**src/rtl/sdr_pkg.sv**
```systemverilog
package sdr_pkg;

  typedef enum logic [1:0] {
    RT_R1  = 2'd0,
    RT_R1B = 2'd1,
    RT_R2  = 2'd2,
    RT_R3  = 2'd3
  } rsp_type_e;

  typedef enum logic [2:0] {
    RES_OK      = 3'd0,
    RES_GAP_TO  = 3'd1,
    RES_BADRSP  = 3'd2,
    RES_ARG     = 3'd3,
    RES_CRC     = 3'd4,
    RES_IO      = 3'd5,
    RES_BUSY_TO = 3'd6
  } result_e;

  typedef enum logic [1:0] {
    ST_IDLE  = 2'd0,
    ST_HUNT  = 2'd1,
    ST_EXTRA = 2'd2,
    ST_BUSY  = 2'd3
  } rx_state_e;

  // number of bytes that follow the status byte
  function automatic logic [2:0] extra_len(rsp_type_e t);
    case (t)
      RT_R2:   extra_len = 3'd1;
      RT_R3:   extra_len = 3'd4;
      default: extra_len = 3'd0;
    endcase
  endfunction

endpackage

```
**src/rtl/sdr_r1_classify.sv**
```systemverilog
module sdr_r1_classify
  import sdr_pkg::*;
(
  input  logic [6:0] r1,
  output result_e    cls
);

  logic arg_err;
  logic crc_err;
  logic io_err;

  assign arg_err = r1[6] | r1[5] | r1[2];
  assign crc_err = r1[3];
  assign io_err  = r1[4] | r1[1];

  always_comb begin
    if (arg_err)      cls = RES_ARG;
    else if (crc_err) cls = RES_CRC;
    else if (io_err)  cls = RES_IO;
    else              cls = RES_OK;
  end

endmodule

```
**src/rtl/sdr_cycle_timer.sv**
```systemverilog
module sdr_cycle_timer #(
  parameter int unsigned LIMIT = 1000
) (
  input  logic clk,
  input  logic rst_n,
  input  logic clr,
  input  logic en,
  output logic expired
);

  localparam int unsigned W = $clog2(LIMIT + 1);
  localparam logic [W-1:0] LAST = W'(LIMIT);

  logic [W-1:0] cnt_q;
  logic [W-1:0] cnt_d;
  logic         cnt_en;

  assign expired = (cnt_q == LAST);
  assign cnt_en  = clr | (en & ~expired);

  always_comb begin
    if (clr) cnt_d = '0;
    else     cnt_d = cnt_q + 1'b1;
  end

  always_ff @(posedge clk or negedge rst_n) begin
    if (!rst_n)      cnt_q <= '0;
    else if (cnt_en) cnt_q <= cnt_d;
  end

endmodule

```
**src/rtl/sdr_byte_shift.sv**
```systemverilog
module sdr_byte_shift #(
  parameter int unsigned NBYTES = 4
) (
  input  logic                  clk,
  input  logic                  rst_n,
  input  logic                  clr,
  input  logic                  en,
  input  logic [7:0]            din,
  output logic [8*NBYTES-1:0]   q
);

  localparam int unsigned W = 8 * NBYTES;

  logic [W-1:0] q_d;
  logic         q_en;

  assign q_en = clr | en;

  always_comb begin
    if (clr) q_d = '0;
    else     q_d = {q[W-9:0], din};
  end

  always_ff @(posedge clk or negedge rst_n) begin
    if (!rst_n)    q <= '0;
    else if (q_en) q <= q_d;
  end

endmodule

```
**src/rtl/sdr_resp_rx.sv**
```systemverilog
module sdr_resp_rx
  import sdr_pkg::*;
#(
  parameter int unsigned CLK_HZ  = 250_000_000,
  parameter int unsigned BUSY_MS = 3000,
  parameter int unsigned GAP_MAX = 8
) (
  input  logic        clk,
  input  logic        rst_n,
  input  logic        start,
  input  logic [1:0]  rsp_type,
  output logic        byte_req,
  output logic [7:0]  byte_tx,
  input  logic        byte_vld,
  input  logic [7:0]  byte_rx,
  output logic        done,
  output logic [2:0]  result,
  output logic [15:0] resp_status,
  output logic [31:0] resp_word,
  output logic        cs_hold
);

  localparam int unsigned BUSY_CYC = (CLK_HZ / 1000) * BUSY_MS;
  localparam int unsigned GW       = $clog2(GAP_MAX + 1);
  localparam logic [GW-1:0] GAP_LAST = GW'(GAP_MAX);

  rx_state_e   state_q, state_d;
  rsp_type_e   type_q, type_d;
  logic [GW-1:0] gap_q, gap_d;
  logic [2:0]  left_q, left_d;
  result_e     cls_q, cls_d;
  logic        done_q, done_d;
  result_e     res_q, res_d;
  logic [15:0] stat_q, stat_d;
  logic        cs_q, cs_d;

  result_e     cls_now;
  logic        busy_exp;
  logic        sh_clr, sh_en;
  logic        fin;
  result_e     fin_code;

  sdr_r1_classify u_cls (
    .r1  (byte_rx[6:0]),
    .cls (cls_now)
  );

  sdr_cycle_timer #(.LIMIT(BUSY_CYC)) u_tmr (
    .clk     (clk),
    .rst_n   (rst_n),
    .clr     (state_q != ST_BUSY),
    .en      (state_q == ST_BUSY),
    .expired (busy_exp)
  );

  sdr_byte_shift #(.NBYTES(4)) u_shift (
    .clk   (clk),
    .rst_n (rst_n),
    .clr   (sh_clr),
    .en    (sh_en),
    .din   (byte_rx),
    .q     (resp_word)
  );

  assign byte_req    = (state_q != ST_IDLE);
  assign byte_tx     = 8'hFF;
  assign done        = done_q;
  assign result      = res_q;
  assign resp_status = stat_q;
  assign cs_hold     = cs_q;

  // next-state logic
  always_comb begin
    state_d  = state_q;
    type_d   = type_q;
    gap_d    = gap_q;
    left_d   = left_q;
    cls_d    = cls_q;
    done_d   = 1'b0;
    res_d    = res_q;
    stat_d   = stat_q;
    cs_d     = cs_q;
    sh_clr   = 1'b0;
    sh_en    = 1'b0;
    fin      = 1'b0;
    fin_code = RES_OK;

    case (state_q)
      ST_IDLE: begin
        if (start) begin
          state_d = ST_HUNT;
          type_d  = rsp_type_e'(rsp_type);
          gap_d   = '0;
          stat_d  = '0;
          cls_d   = RES_OK;
          cs_d    = 1'b1;
          sh_clr  = 1'b1;
        end
      end

      ST_HUNT: begin
        if (byte_vld) begin
          if (byte_rx == 8'hFF) begin
            if (gap_q == GAP_LAST) begin
              fin      = 1'b1;
              fin_code = RES_GAP_TO;
            end else begin
              gap_d = gap_q + 1'b1;
            end
          end else begin
            stat_d = {8'h00, byte_rx};
            if (byte_rx[7]) begin
              fin      = 1'b1;
              fin_code = RES_BADRSP;
            end else begin
              cls_d = cls_now;
              if (extra_len(type_q) != 3'd0) begin
                left_d  = extra_len(type_q);
                state_d = ST_EXTRA;
              end else if (type_q == RT_R1B) begin
                state_d = ST_BUSY;
              end else begin
                fin      = 1'b1;
                fin_code = cls_now;
              end
            end
          end
        end
      end

      ST_EXTRA: begin
        if (byte_vld) begin
          sh_en  = 1'b1;
          left_d = left_q - 1'b1;
          if (type_q == RT_R2) stat_d[15:8] = byte_rx;
          if (left_q == 3'd1) begin
            fin      = 1'b1;
            fin_code = cls_q;
          end
        end
      end

      ST_BUSY: begin
        if (byte_vld && (byte_rx != 8'h00)) begin
          fin      = 1'b1;
          fin_code = cls_q;
        end else if (busy_exp) begin
          fin      = 1'b1;
          fin_code = (cls_q == RES_OK) ? RES_BUSY_TO : cls_q;
        end
      end

      default: state_d = ST_IDLE;
    endcase

    if (fin) begin
      state_d = ST_IDLE;
      done_d  = 1'b1;
      res_d   = fin_code;
      if (fin_code != RES_OK) cs_d = 1'b0;
    end
  end

  // registers
  always_ff @(posedge clk or negedge rst_n) begin
    if (!rst_n) begin
      state_q <= ST_IDLE;
      type_q  <= RT_R1;
      gap_q   <= '0;
      left_q  <= '0;
      cls_q   <= RES_OK;
      done_q  <= 1'b0;
      res_q   <= RES_OK;
      stat_q  <= '0;
      cs_q    <= 1'b0;
    end else begin
      state_q <= state_d;
      type_q  <= type_d;
      gap_q   <= gap_d;
      left_q  <= left_d;
      cls_q   <= cls_d;
      done_q  <= done_d;
      res_q   <= res_d;
      stat_q  <= stat_d;
      cs_q    <= cs_d;
    end
  end

endmodule

```
**config.mk**
```make
export PLATFORM = sky130hd
export DESIGN_NAME = sdr_resp_rx
export DESIGN_NICKNAME = d
export VERILOG_FILES = /design/src/rtl/sdr_pkg.sv /design/src/rtl/sdr_r1_classify.sv /design/src/rtl/sdr_cycle_timer.sv /design/src/rtl/sdr_byte_shift.sv /design/src/rtl/sdr_resp_rx.sv
export SDC_FILE = /design/constraint.sdc
export NUM_CORES = 1
export LEC_CHECK = 0
export BUFFER_PORTS_ARGS = -buffer_cell sky130_fd_sc_hd__buf_2
export CAP_MARGIN = 20
export CORE_MARGIN = 5
export CORE_UTILIZATION = 35
export CTS_BUF_LIST = sky130_fd_sc_hd__clkbuf_4
export DETAILED_ROUTE_END_ITERATION = 16
export SLEW_MARGIN = 20
export SYNTH_ARGS = -nofsm -noshare
export SYNTH_HDL_FRONTEND = slang
export SYNTH_SLANG_ARGS = --single-unit
export TNS_END_PERCENT = 30
```
**constraint.sdc**
```tcl
create_clock -name clk -period 2.25 [get_ports clk]
set_input_delay 0.225 -clock clk [delete_from_list [all_inputs] [get_ports clk]]
set_output_delay 0.225 -clock clk [all_outputs]
set_load 0.03 [all_outputs]
```
==> run summary, run 1 <==
The flow ran to the end, and the final reports show no timing, DRC or antenna violations. The share of post-route cells with drive strength above 1 works out to 19.0%. In this run the standard cell core region covers 13800 um^2. At the end of routability-driven placement, the weighted congestion stood at 0.840.

The most instantiated library cell after synthesis is nand2_1. After synthesis, the largest area contributor takes up 49.3% of total cell area. The floorplan step defined a die boundary enclosing 16500 um^2. Relative to the synthesized area, the layout overhead comes to 16.1%.

The sum of internal, switching and leakage power was 0.00574 W; the clock transition time at the flip-flop clock pins of the worst setup and hold paths was 0.15 ns. From left edge to right edge, the die measures 129 um. Fill cells in the final layout number 1382.

The pre-antenna-repair detailed-routing pass consisted of 4 iterations. In this run, CTS created clock tree buffers numbering 9. In the final routed layout, each cell accounts on average for 15.2 um. The worst pin sits at a relative slew slack of 58.5%.

Once the floorplan was initialized, standard cells occupied 35.6% of the core. Excluding fillers, the count of instances in the completed layout stands at 797. The tools report the post-placement setup slack as 0.0858 ns. 0 antenna diodes ended up in the layout.

At the worst endpoint, the required time is 2.63 ns. The run gives 0 as the sum of overflow across all layers after global routing. In the post-synthesis netlist, the biggest area contributors are dfrtp_1 (49%), nand2_1 (8.8%), a21oi_1 (4.4%), nor2_1 (3.4%), ha_1 (3.1%). The synthesized design contains 0 enable-type register cells. The via count of the first global-routing pass was 4094.

At the worst endpoint, the arrival time is 2.49 ns. Once placement completed, the tool counted placed cells totaling 774. The final number of setup-violating endpoints is 0. TritonCTS built the clock tree. The async set-reset flop share out of synthesis works out to 100%. Setup repair after global routing left no endpoint under its margin. Input and output buffers added on the ports amount to 67. The max-slew violation total from the final report is 0, and the cell count of the worst hold path is 3. In this run the number of cells on the critical path is 9. Final hold analysis gives a worst-case slack of 0.0472 ns. The netlist area before placement is 4920 um^2. Counting both buffers and inverters, the worst setup path holds a total of 2. For the count of standard-cell rows, the log shows 43. At the pin with the least slew margin, the transition time is 0.623 ns. Counting I/O delays and the setup requirement, the final critical path takes 2.11 ns.

Along the worst path, the maximum fanout reaches 4. Most instantiated flip-flop cell in the synthesis netlist: dfrtp_1. The flop and latch count out of synthesis is 97. The largest net degree at the start of global routing is 48, and the detailed-placement wirelength estimate is 8.88 mm. The number of max-cap violations is 0, and the number of nets with antenna violations after detailed routing is 0. Clock tree synthesis found a total of 97 sinks.

The later pin in the worst-skew pair is clocked with a latency of 0.46 ns. Kind of critical path: reg2reg. Measured in cells, the most critical reg-to-reg path has a length of 9. Clock skew on the completed layout was measured at 0.0157 ns. The sequential share of the synthesized area was 49.3%; the net count reported at finish was 638.

CTS placed an instance of clkbuf_4 at the clock tree root. The tools report the number of antenna violations at the first check in global routing as 0. The slowest library cell on the worst path is dfrtp_1. Detailed routing inserted a total of 4000 vias. The power per cell area was 1000 nW/um^2; the leakage power total was 2.62 nW. Summed over all layers, the routed wires come to 12.1 mm.

The count of endpoints failing hold in the final timing report is 0. Using the TritonRoute via totals, the vias-per-cell ratio works out to 5.02. The path class of the tightest hold or removal check is in2reg. For the count of H-tree levels built during CTS, the log shows 3. The y dimension of the die was 129 um. IR analysis of the VDD net gives a maximum drop of 608 uV. In this run, distinct cell masters in the synthesized netlist total 56. STA classifies the critical path startpoint as a flip-flop. The tools report the total global-route track usage as 15.5%. The post-synthesis area per instance works out to 9.22 um^2. In the routed design, unresolved DRC markers number 0.

The total of warnings raised by yosys came out at 0. The cell family contributing the most delay on the critical path is compound AO/OA/AOI/OAI gates. In this design, the stage delay of the slowest critical-path cell is 0.42 ns. For the post-CTS setup repair buffer count, the log shows 0.

Maximum clock frequency: 474 MHz. Traced cell by cell, the critical path runs through inv_2, ha_1, and4b_1, nand4_2, nor4_4, buf_4, a21o_1, a221o_2, o32ai_2. Across all setup checks in the final design, the least slack found is 0.140 ns. The first global-routing pass estimated 20.6 mm of wire.

The run gives 534 as the synthesized instance count. The number of ports placed on the die boundary was 76; the first-iteration detailed-routing DRC count was 342. Of the available clock period, the critical path in the final layout requires 93.8%. The largest area contributor in the synthesized netlist was dfrtp_1. In this run the deepest clock path goes through 2 buffers. STA classifies the critical path endpoint as a flip-flop.

Post-route setup TNS: 0 ns. By count the netlist is led by nand2_1 (115), dfrtp_1 (97), nor2_1 (45).
==> power breakdown <==
part | internal (W) | total (W) | switching [W]
sequential | 0.00210 | 0.00241 | 0.000314
combinational | 0.000769 | 0.00242 | 0.00165
clock | 0.000326 | 0.000907 | 0.000580
==> cells in the final DEF (no fill, tap or decap), types with 3 or more instances in the layout <==
cell type / instances
nor3_1: 12
a31oi_1: 3
a21oi_1: 43
nand3_1: 17
nor4_2: 3
or3_1: 4
clkbuf_4: 9
xnor2_1: 12
and4b_1: 3
ha_1: 12
o21ai_0: 21
buf_4: 20
buf_2: 66
xor2_1: 17
a22o_1: 10
inv_1: 15
conb_1: 8
nand4_1: 14
clkinv_1: 4
nor3b_1: 3
nor4_1: 3
dfrtp_1: 96
nor4b_1: 3
nand2_1: 115
nor2_1: 44
nand2b_1: 4
nor4_4: 3
and2_1: 8
dlygate4sd3_1: 7
==> stage by stage <==
step | instance area [um^2] | util (%)
2_1_floorplan | 4950 | -
3_3_place_gp | 5500 | 39.8
3_5_place_dp | 5500 | 39.8
4_1_cts | 5680 | 41.1
5_1_grt | 5710 | 41.3
6_report | 5710 | 41.3
==> tightest hold or removal path, stage by stage <==
cell	delay [ns]
buf_2	0.14
nand2_1	0.07
a21oi_1	0.05
==> flip-flops by register name, indices dropped and copies added (netlist names) <==
| name | cells |
|---|---|
| u_tmr.cnt_q | 30 |
| cls_q | 3 |
| gap_q | 4 |
| cs_hold | 1 |
| resp_status | 16 |
| done | 1 |
| result | 3 |
| state_q | 2 |
| type_q | 2 |
| u_shift.q | 32 |
| left_q | 3 |
==> path summary, 6_finish.rpt <==
kind	from	slack (ns)	endpoint
max	u_tmr.cnt_q[0]$_DFFE_PN0P_	0.14	cs_hold$_DFF_PN0_
min reg2reg	resp_status[12]$_DFFE_PN0P_	0.50	resp_status[12]$_DFFE_PN0P_
max reg2reg	u_tmr.cnt_q[0]$_DFFE_PN0P_	0.14	cs_hold$_DFF_PN0_
max in group asynchronous	rst_n	1.25	type_q[1]$_DFFE_PN0P_
min in group asynchronous	rst_n	0.31	u_tmr.cnt_q[21]$_DFFE_PN0P_
min	byte_rx[2]	0.05	u_shift.q[2]$_DFFE_PN0P_
==> logic make-up after synthesis <==
logic type	after synthesis	synth area share (%)
buffers and inverters	50	4.75
multiplexers	1	0.203
AO/OA/AOI/OAI	95	11.7
flip-flops	97	49.3
XOR/XNOR	29	5.16
AND/OR/NAND/NOR	249	25.8
other	1	0.0762
adder cells (fa/ha/maj)	12	3.05
==> per-layer routing <==
layer	wire length, um	GRT usage [%]	up-vias
met1	5390	20.2	1939
li1	-	-	1962
met5	0	0	-
met2	6000	25.1	83
met4	158	4.01	0
met3	573	4.82	16
==> repair_timing <==
item,CTS,global route
resized for setup,0,5
hold buffers,5,2
endpoints found under the hold margin,47,2
setup endpoints to repair,0,9
==> layout make-up <==
type	count	area, um^2	area share (%)
clock buffers	9	67.6	1.18
flip-flops and latches	97	2430	42.5
clock inverters	7	61.3	1.07
repair buffers	94	571	9.98
well taps	180	225	3.94
inverters	16	60.1	1.05
multi-input cells	394	2300	40.3
Note: power is estimated with default switching activity, not from simulation.
==> run 2, diff against run 1 <==
--- a/config.mk
+++ b/config.mk
@@ -8,9 +8,10 @@
 export BUFFER_PORTS_ARGS = -buffer_cell sky130_fd_sc_hd__buf_2
 export CAP_MARGIN = 20
 export CORE_MARGIN = 5
-export CORE_UTILIZATION = 35
+export CORE_UTILIZATION = 50
 export CTS_BUF_LIST = sky130_fd_sc_hd__clkbuf_4
 export DETAILED_ROUTE_END_ITERATION = 16
+export PLACE_DENSITY_LB_ADDON = 0.12
 export SLEW_MARGIN = 20
 export SYNTH_ARGS = -nofsm -noshare
 export SYNTH_HDL_FRONTEND = slang
==> run 2 against run 1 <==
  * Largest power group unchanged
  * Die area fell by 28%
  * Fmax fell by 1.5%
  * Critical endpoint unchanged
  * Count of clock-buffer cells in the layout did not move
==> run summary, run 2 (synthesis gave the netlist of run 1 again) <==
The flow ran to the end, and the final reports show no timing, DRC or antenna violations. The die width is 109 um (-15%). The clock transition time at the flip-flop clock pins of the worst setup and hold paths works out to 0.16 ns (about the same). The worst max-slew margin expressed relative to the limit was 66.4% (+7.9 points). The tools report the starting density of the core as 50.8% (+15 points).

The biggest fanout along the worst timing path is 5 (+1), and the maximum clock frequency is 467 MHz (-1.5%). The period utilization was 95.2% (+1.4 points); the power per cell area was 1030 nW/um^2 (+2.7%). The max-slew violation total from the final report is 0 (unchanged), and the wire length per cell is 15.2 um (about the same). For the post-placement setup slack, the log shows 0.0616 ns (-0.0242 ns).

The number of antenna violations at the first check in global routing is 0 (unchanged), and the count of H-tree levels built during CTS is 3 (unchanged). The transition time of the tightest slew-check pin is 0.504 ns (-0.118 ns). The y dimension of the die was 109 um (-15%). The tools report the number of inserted diodes as 0 (unchanged). The run gives 0.00579 W (+0.87%) as the sum of internal, switching and leakage power. STA classifies the critical path endpoint as a flip-flop. The first-pass iteration count of the detailed router is 5 (+1), and the net count reported at finish is 633 (-0.78%). In the layout the commonest cells are nand2_1 (115), dfrtp_1 (95), buf_2 (66), nor2_1 (44), a21oi_1 (43). The peak supply drop was 661 uV (+8.8%). The number of nets with antenna violations after detailed routing was 0 (unchanged). The largest net degree at the start of global routing is 38 (-21%). For the final number of setup-violating endpoints, the log shows 0 (unchanged). The leading cell type in the layout, fill and taps excluded is nand2_1. The die area was 11900 um^2 (-28%); the sequential cell area in the final layout was 2430 um^2 (about the same). The minimum setup slack in the final design was 0.108 ns (-0.0323 ns); the first-iteration detailed-routing DRC count was 161 (-53%).

The clock latency at the later pin of the worst-skew pair was 0.46 ns (about the same); the buffer depth of the longest clock path was 2 (unchanged). TritonCTS built the clock tree. Number of ports placed on the die boundary: 76 (unchanged).

The logs give 0 (unchanged) for the sum of overflow across all layers after global routing and 3989 (-0.27%) for the number of vias in the routed layout. The count of endpoints failing hold in the final timing report was 0 (unchanged); the share of post-route cells with drive strength above 1 was 19.3% (+0.35 points). For the clock sink count, the log shows 97 (unchanged).

Setup repair after global routing left no endpoint under its margin. The detailed-placement wirelength estimate was 8.14 mm (-8.3%); the worst reg-to-reg setup slack was 0.11 ns (-0.03 ns). The min-delay analysis places its worst path in the category in2reg.

The tools report the routability congestion estimate from global placement as 0.856 (+1.9%). Largest register by flop count: u_shift.q. The post-route clock skew came out at 0.0196 ns (+0.00390 ns).

The clock tree root driver cell was clkbuf_4. The run gives 18.6 mm (-9.9%) as the global-route wire length before repair. The logs give 19.7% (+4.3 points) for the total global-route track usage and 0 ns (unchanged) for the post-route setup TNS. The run gives 0 (unchanged) as the number of max-cap violations. The leakage power total is 2.61 nW (-0.51%), and the synthesis-to-layout area growth is 14.0%. The via count of the first global-routing pass is 3793 (-7.4%). The number of buffer cells added on primary ports works out to 67 (unchanged). STA classifies the critical path startpoint as a flip-flop. Flip-flop count of the largest register after layout: 32 (unchanged).

The critical path required time is 2.61 ns (-0.02 ns), and the final critical-path required period is 2.14 ns (+0.0323 ns). The total CTS buffers came out at 9 (unchanged). Count of standard-cell rows: 36 (-16%).

For the area used by multi-input combinational logic, the log shows 2300 um^2 (-0.16%). The per-cell via count in the routed design works out to 5.36 (+6.8%). The fill cell instance count of the final layout was 907 (-34%). By startpoint and endpoint, the worst setup path is classified as reg2reg.

The detailed-route DRC error count was 0 (unchanged). The arrival time at the worst endpoint is 2.50 ns (about the same). Area of the core region: 9680 um^2 (-30%). The tools report the aggregate routed wire length as 11.3 mm (-6.6%).
## run 2: through the flow
stage	util [%]	hold WS, ns	instance area (um^2)	instances
after floorplan	-	-0.0706	4950	541
after global placement	55.9	0.229	5420	724
after detailed placement	55.9	0.230	5420	724
after CTS	57.6	0.0101	5580	742
after global routing	57.9	0.00739	5610	744
final	57.9	0.0341	5610	744
## run 2: cell type report
class                   count  area share [%]
flip-flops and latches     97            43.3
multi-input cells         394            40.9
repair buffers             89            9.32
well taps                 133            2.97
clock buffers               9            1.20
clock inverters             6            1.20
inverters                  16            1.07
## run 2: path summary, 6_finish.rpt
kind	depth (start not counted)	endpoint	startpoint
max in group asynchronous	3	u_tmr.cnt_q[5]$_DFFE_PN0P_	rst_n
min in group asynchronous	2	u_shift.q[9]$_DFFE_PN0P_	rst_n
worst max register to register	9	cs_hold$_DFF_PN0_	u_tmr.cnt_q[1]$_DFFE_PN0P_
worst min register to register	2	resp_status[9]$_DFFE_PN0P_	resp_status[9]$_DFFE_PN0P_
worst min-delay path	3	u_shift.q[2]$_DFFE_PN0P_	byte_rx[2]
worst max-delay path	9	cs_hold$_DFF_PN0_	u_tmr.cnt_q[1]$_DFFE_PN0P_
## run 2: critical path, cell delays in order, from the launching register on
cell	delay [ns]
dfrtp_1	0.45
inv_1	0.06
ha_1	0.18
and4b_1	0.21
nand4_2	0.10
nor4_4	0.06
buf_4	0.15
a21o_1	0.20
a221o_2	0.35
o32ai_1	0.29
## run 2: timing repair
action	in CTS	in global routing
hold buffers	3	0
buffers inserted	0	2
setup endpoints to repair	0	14
hold endpoints to repair	36	0
gates resized for setup	0	5
## run 2: report_power, final
part / switching, W / leakage (nW) / internal [W]
sequential: 0.000290 / 1.32 / 0.00210
clock: 0.000604 / 0.0757 / 0.000342
combinational: 0.00168 / 1.22 / 0.000773
total: 0.00257 / 2.61 / 0.00321
## run 2: metal layers
| layer | up-vias | global-route usage [%] | share of wire, % |
|---|---|---|---|
| li1 | 1952 | - | - |
| met1 | 1955 | 27.3 | 46 |
| met2 | 70 | 31.6 | 49 |
| met3 | 12 | 3.14 | 3.2 |
| met4 | 0 | 7.21 | 1.7 |
| met5 | - | 0 | 0 |
==> run 3, diff against run 2 <==
--- a/config.mk
+++ b/config.mk
@@ -12,6 +12,7 @@
 export CTS_BUF_LIST = sky130_fd_sc_hd__clkbuf_4
 export DETAILED_ROUTE_END_ITERATION = 16
 export PLACE_DENSITY_LB_ADDON = 0.12
+export SETUP_SLACK_MARGIN = 0.5
 export SLEW_MARGIN = 20
 export SYNTH_ARGS = -nofsm -noshare
 export SYNTH_HDL_FRONTEND = slang
==> run 3 against run 2 <==
  * Clock power grew 0.7%
  * Flip-flop and latch count is the same
  * First-iteration DRC count grew 70%
  * Critical path type unchanged
  * Largest power group unchanged
==> run summary, run 3 (synthesis gave the netlist of run 1 again) <==
The flow ran to the end, and the final reports show no timing, DRC or antenna violations. The critical path goes through buf_6, nor4_4, nand2_2, nor4_4, buf_4, a21o_1, o31a_1, o32ai_2. The area of the core region was 9680 um^2 (unchanged). The run gives 0.45 ns (about the same) as the clock latency at the later pin of the worst-skew pair. The run gives 2610 um^2 (+14%) as the area used by multi-input combinational logic.

The clock transition time at the flip-flop clock pins of the worst setup and hold paths is 0.15 ns (about the same). The first-pass iteration count of the detailed router came out at 5 (unchanged). The number of vias in the routed layout was 4301 (+7.8%). The transition time of the tightest slew-check pin came out at 0.554 ns (+0.0495 ns). For this design, the slowest cell found on the critical path is dfrtp_2.

The y dimension of the die is 109 um (unchanged), and the arrival time at the worst endpoint is 2.38 ns (-0.12 ns). For the count of standard-cell rows, the log shows 36 (unchanged). For the first-iteration detailed-routing DRC count, the log shows 273 (+70%). Number of max-cap violations: 0 (unchanged).

The power per cell area was 986 nW/um^2 (-4.4%). For the routability congestion estimate from global placement, the log shows 0.877 (+2.5%). The number of nets with antenna violations after detailed routing is 0 (unchanged), and the clock sink count is 97 (unchanged).

The number of antenna violations at the first check in global routing was 0 (unchanged). Setup repair after global routing could not meet its margin everywhere. The tools report the detailed-placement wirelength estimate as 8.22 mm (+0.98%).

The number of buffer cells added on primary ports was 67 (unchanged). The via count of the first global-routing pass was 4126 (+8.8%); the sum of internal, switching and leakage power was 0.00621 W (+7.3%). The critical path required time came out at 2.59 ns (-0.02 ns).

Post-route clock skew: 0.0155 ns (-0.00405 ns). The starting density of the core was 50.8% (unchanged); the maximum clock frequency was 491 MHz (+5.3%). For the largest net degree at the start of global routing, the log shows 45 (+18%).

The largest register by flop count was u_shift.q. For the number of non-filler instances in the completed layout, the log shows 781 (+5.0%). The global-route wire length before repair was 20.2 mm (+8.6%); the fill cell instance count of the final layout was 798 (-12%). The tools report the sum of overflow across all layers after global routing as 0 (unchanged).

The logs give 0 (unchanged) for the number of inserted diodes and 21.4% (+1.6 points) for the total global-route track usage. The tools report the buffer depth of the longest clock path as 2 (unchanged). Type of the most critical hold path: in2reg. The die width is 109 um (unchanged), and the max-slew violation total from the final report is 0 (unchanged). Final number of setup-violating endpoints: 0 (unchanged).

From synthesis to final layout, the design area changed by 27.9%. Peak supply drop: 826 uV (+25%). Leaving out fill and tap cells, the most frequent cell in the layout is nand2_1. For the leakage power total, the log shows 2.88 nW (+10%). TritonCTS built the clock tree.

The tools report the cell area after layout as 6290 um^2 (+12%). Biggest fanout along the worst timing path: 6 (+1). End-of-flow core utilization: 65.0% (+7.1 points). The final critical-path required period is 2.04 ns (-0.107 ns). The worst setup path is captured at a flip-flop. Count of H-tree levels built during CTS: 3 (unchanged). The tools report the worst max-slew margin expressed relative to the limit as 62.9% (-3.4 points). The kind of launch point of the worst setup path was a flip-flop. The library cells used most frequently in the layout, excluding fill and tap cells, are nand2_1 (111), dfrtp_1 (83), buf_2 (66), buf_4 (41). The share of post-route cells with drive strength above 1 came out at 32.3% (+13 points).

The kind of critical path is reg2reg. The flip-flop count of the largest register after layout is 32 (unchanged), and the die area is 11900 um^2 (unchanged). Net count reported at finish: 670 (+5.8%). The aggregate routed wire length came out at 12.7 mm (+12%).

The placed cell count was 723 (-0.14%). The count of endpoints failing hold in the final timing report is 0 (unchanged), and the period utilization is 90.5% (-4.8 points). The run gives 0 (unchanged) as the detailed-route DRC error count. Cell seen most often among critical-path stages: nor4_4. The cell area reported after detailed placement was 5460 um^2 (+0.69%); the largest stage delay on the critical path was 0.44 ns (about the same).

For the post-route setup TNS, the log shows 0 ns (unchanged). The wire length per cell is 16.3 um (+6.8%), and the sequential cell area in the final layout is 2440 um^2 (+0.62%). The number of ports placed on the die boundary came out at 76 (unchanged). The per-cell via count in the routed design works out to 5.51 (+2.7%).

The root buffer cell chosen for the clock tree is clkbuf_4. The tools report the total CTS buffers as 9 (unchanged).
==> run 3: worst paths after layout <==
check / slack (ns) / depth (start not counted) / to / from
max: 0.21 / 8 / cs_hold$_DFF_PN0_ / u_tmr.cnt_q[13]$_DFFE_PN0P_
min: 0.06 / 3 / u_shift.q[0]$_DFFE_PN0P_ / byte_rx[0]
max reg2reg: 0.21 / 8 / cs_hold$_DFF_PN0_ / u_tmr.cnt_q[13]$_DFFE_PN0P_
min reg2reg: 0.50 / 2 / left_q[1]$_DFFE_PN0P_ / left_q[1]$_DFFE_PN0P_
max in group asynchronous: 1.33 / 3 / u_tmr.cnt_q[25]$_DFFE_PN0P_ / rst_n
min in group asynchronous: 0.22 / 2 / u_tmr.cnt_q[20]$_DFFE_PN0P_ / rst_n
==> run 3: area by class of cell <==
cell class                 instances  area share (%)
clock inverter                     6            1.07
inverter                          16           0.994
clock buffer                       9            1.07
tap                              133            2.64
sequential                        97            38.8
timing repair buffer             126            14.0
multi-input combinational        394            41.4
==> run 3: through the flow <==
stage	hold slack [ns]	worst slack, ns
6_report	0.0574	0.215
3_3_place_gp	0.167	0.215
2_1_floorplan	-0.0706	0.396
4_1_cts	0.0245	0.215
5_1_grt	0.0267	0.112
3_5_place_dp	0.174	0.0736
==> run 3: timing repair <==
item,CTS,global route
gates resized for setup,31,54
pin swaps,16,18
endpoints found under the hold margin,28,0
endpoints found under the setup margin,37,85
hold buffers,3,0
setup buffers,21,19
==> run 3: power by group <==
group / internal [W] / switching [W]
combinational: 0.000988 / 0.00188
sequential: 0.00210 / 0.000283
clock: 0.000340 / 0.000612
==> run 3: metal layers <==
layer / wire length, um / up-vias / GRT usage [%]
li1: - / 2035 / -
met1: 5300 / 2102 / 27.9
met2: 6550 / 139 / 35.8
met3: 590 / 25 / 3.26
met4: 265 / 0 / 8.46
met5: 0 / - / 0
==> run 3: worst max-delay path: cells and delay by family (launching register included) <==
family / cells / cell delay (ns)
DFF: 1 / 0.44
and+or+nand+nor: 3 / 0.76
buffers and inverters: 2 / 0.31
AOI/OAI and AO/OA: 3 / 0.41
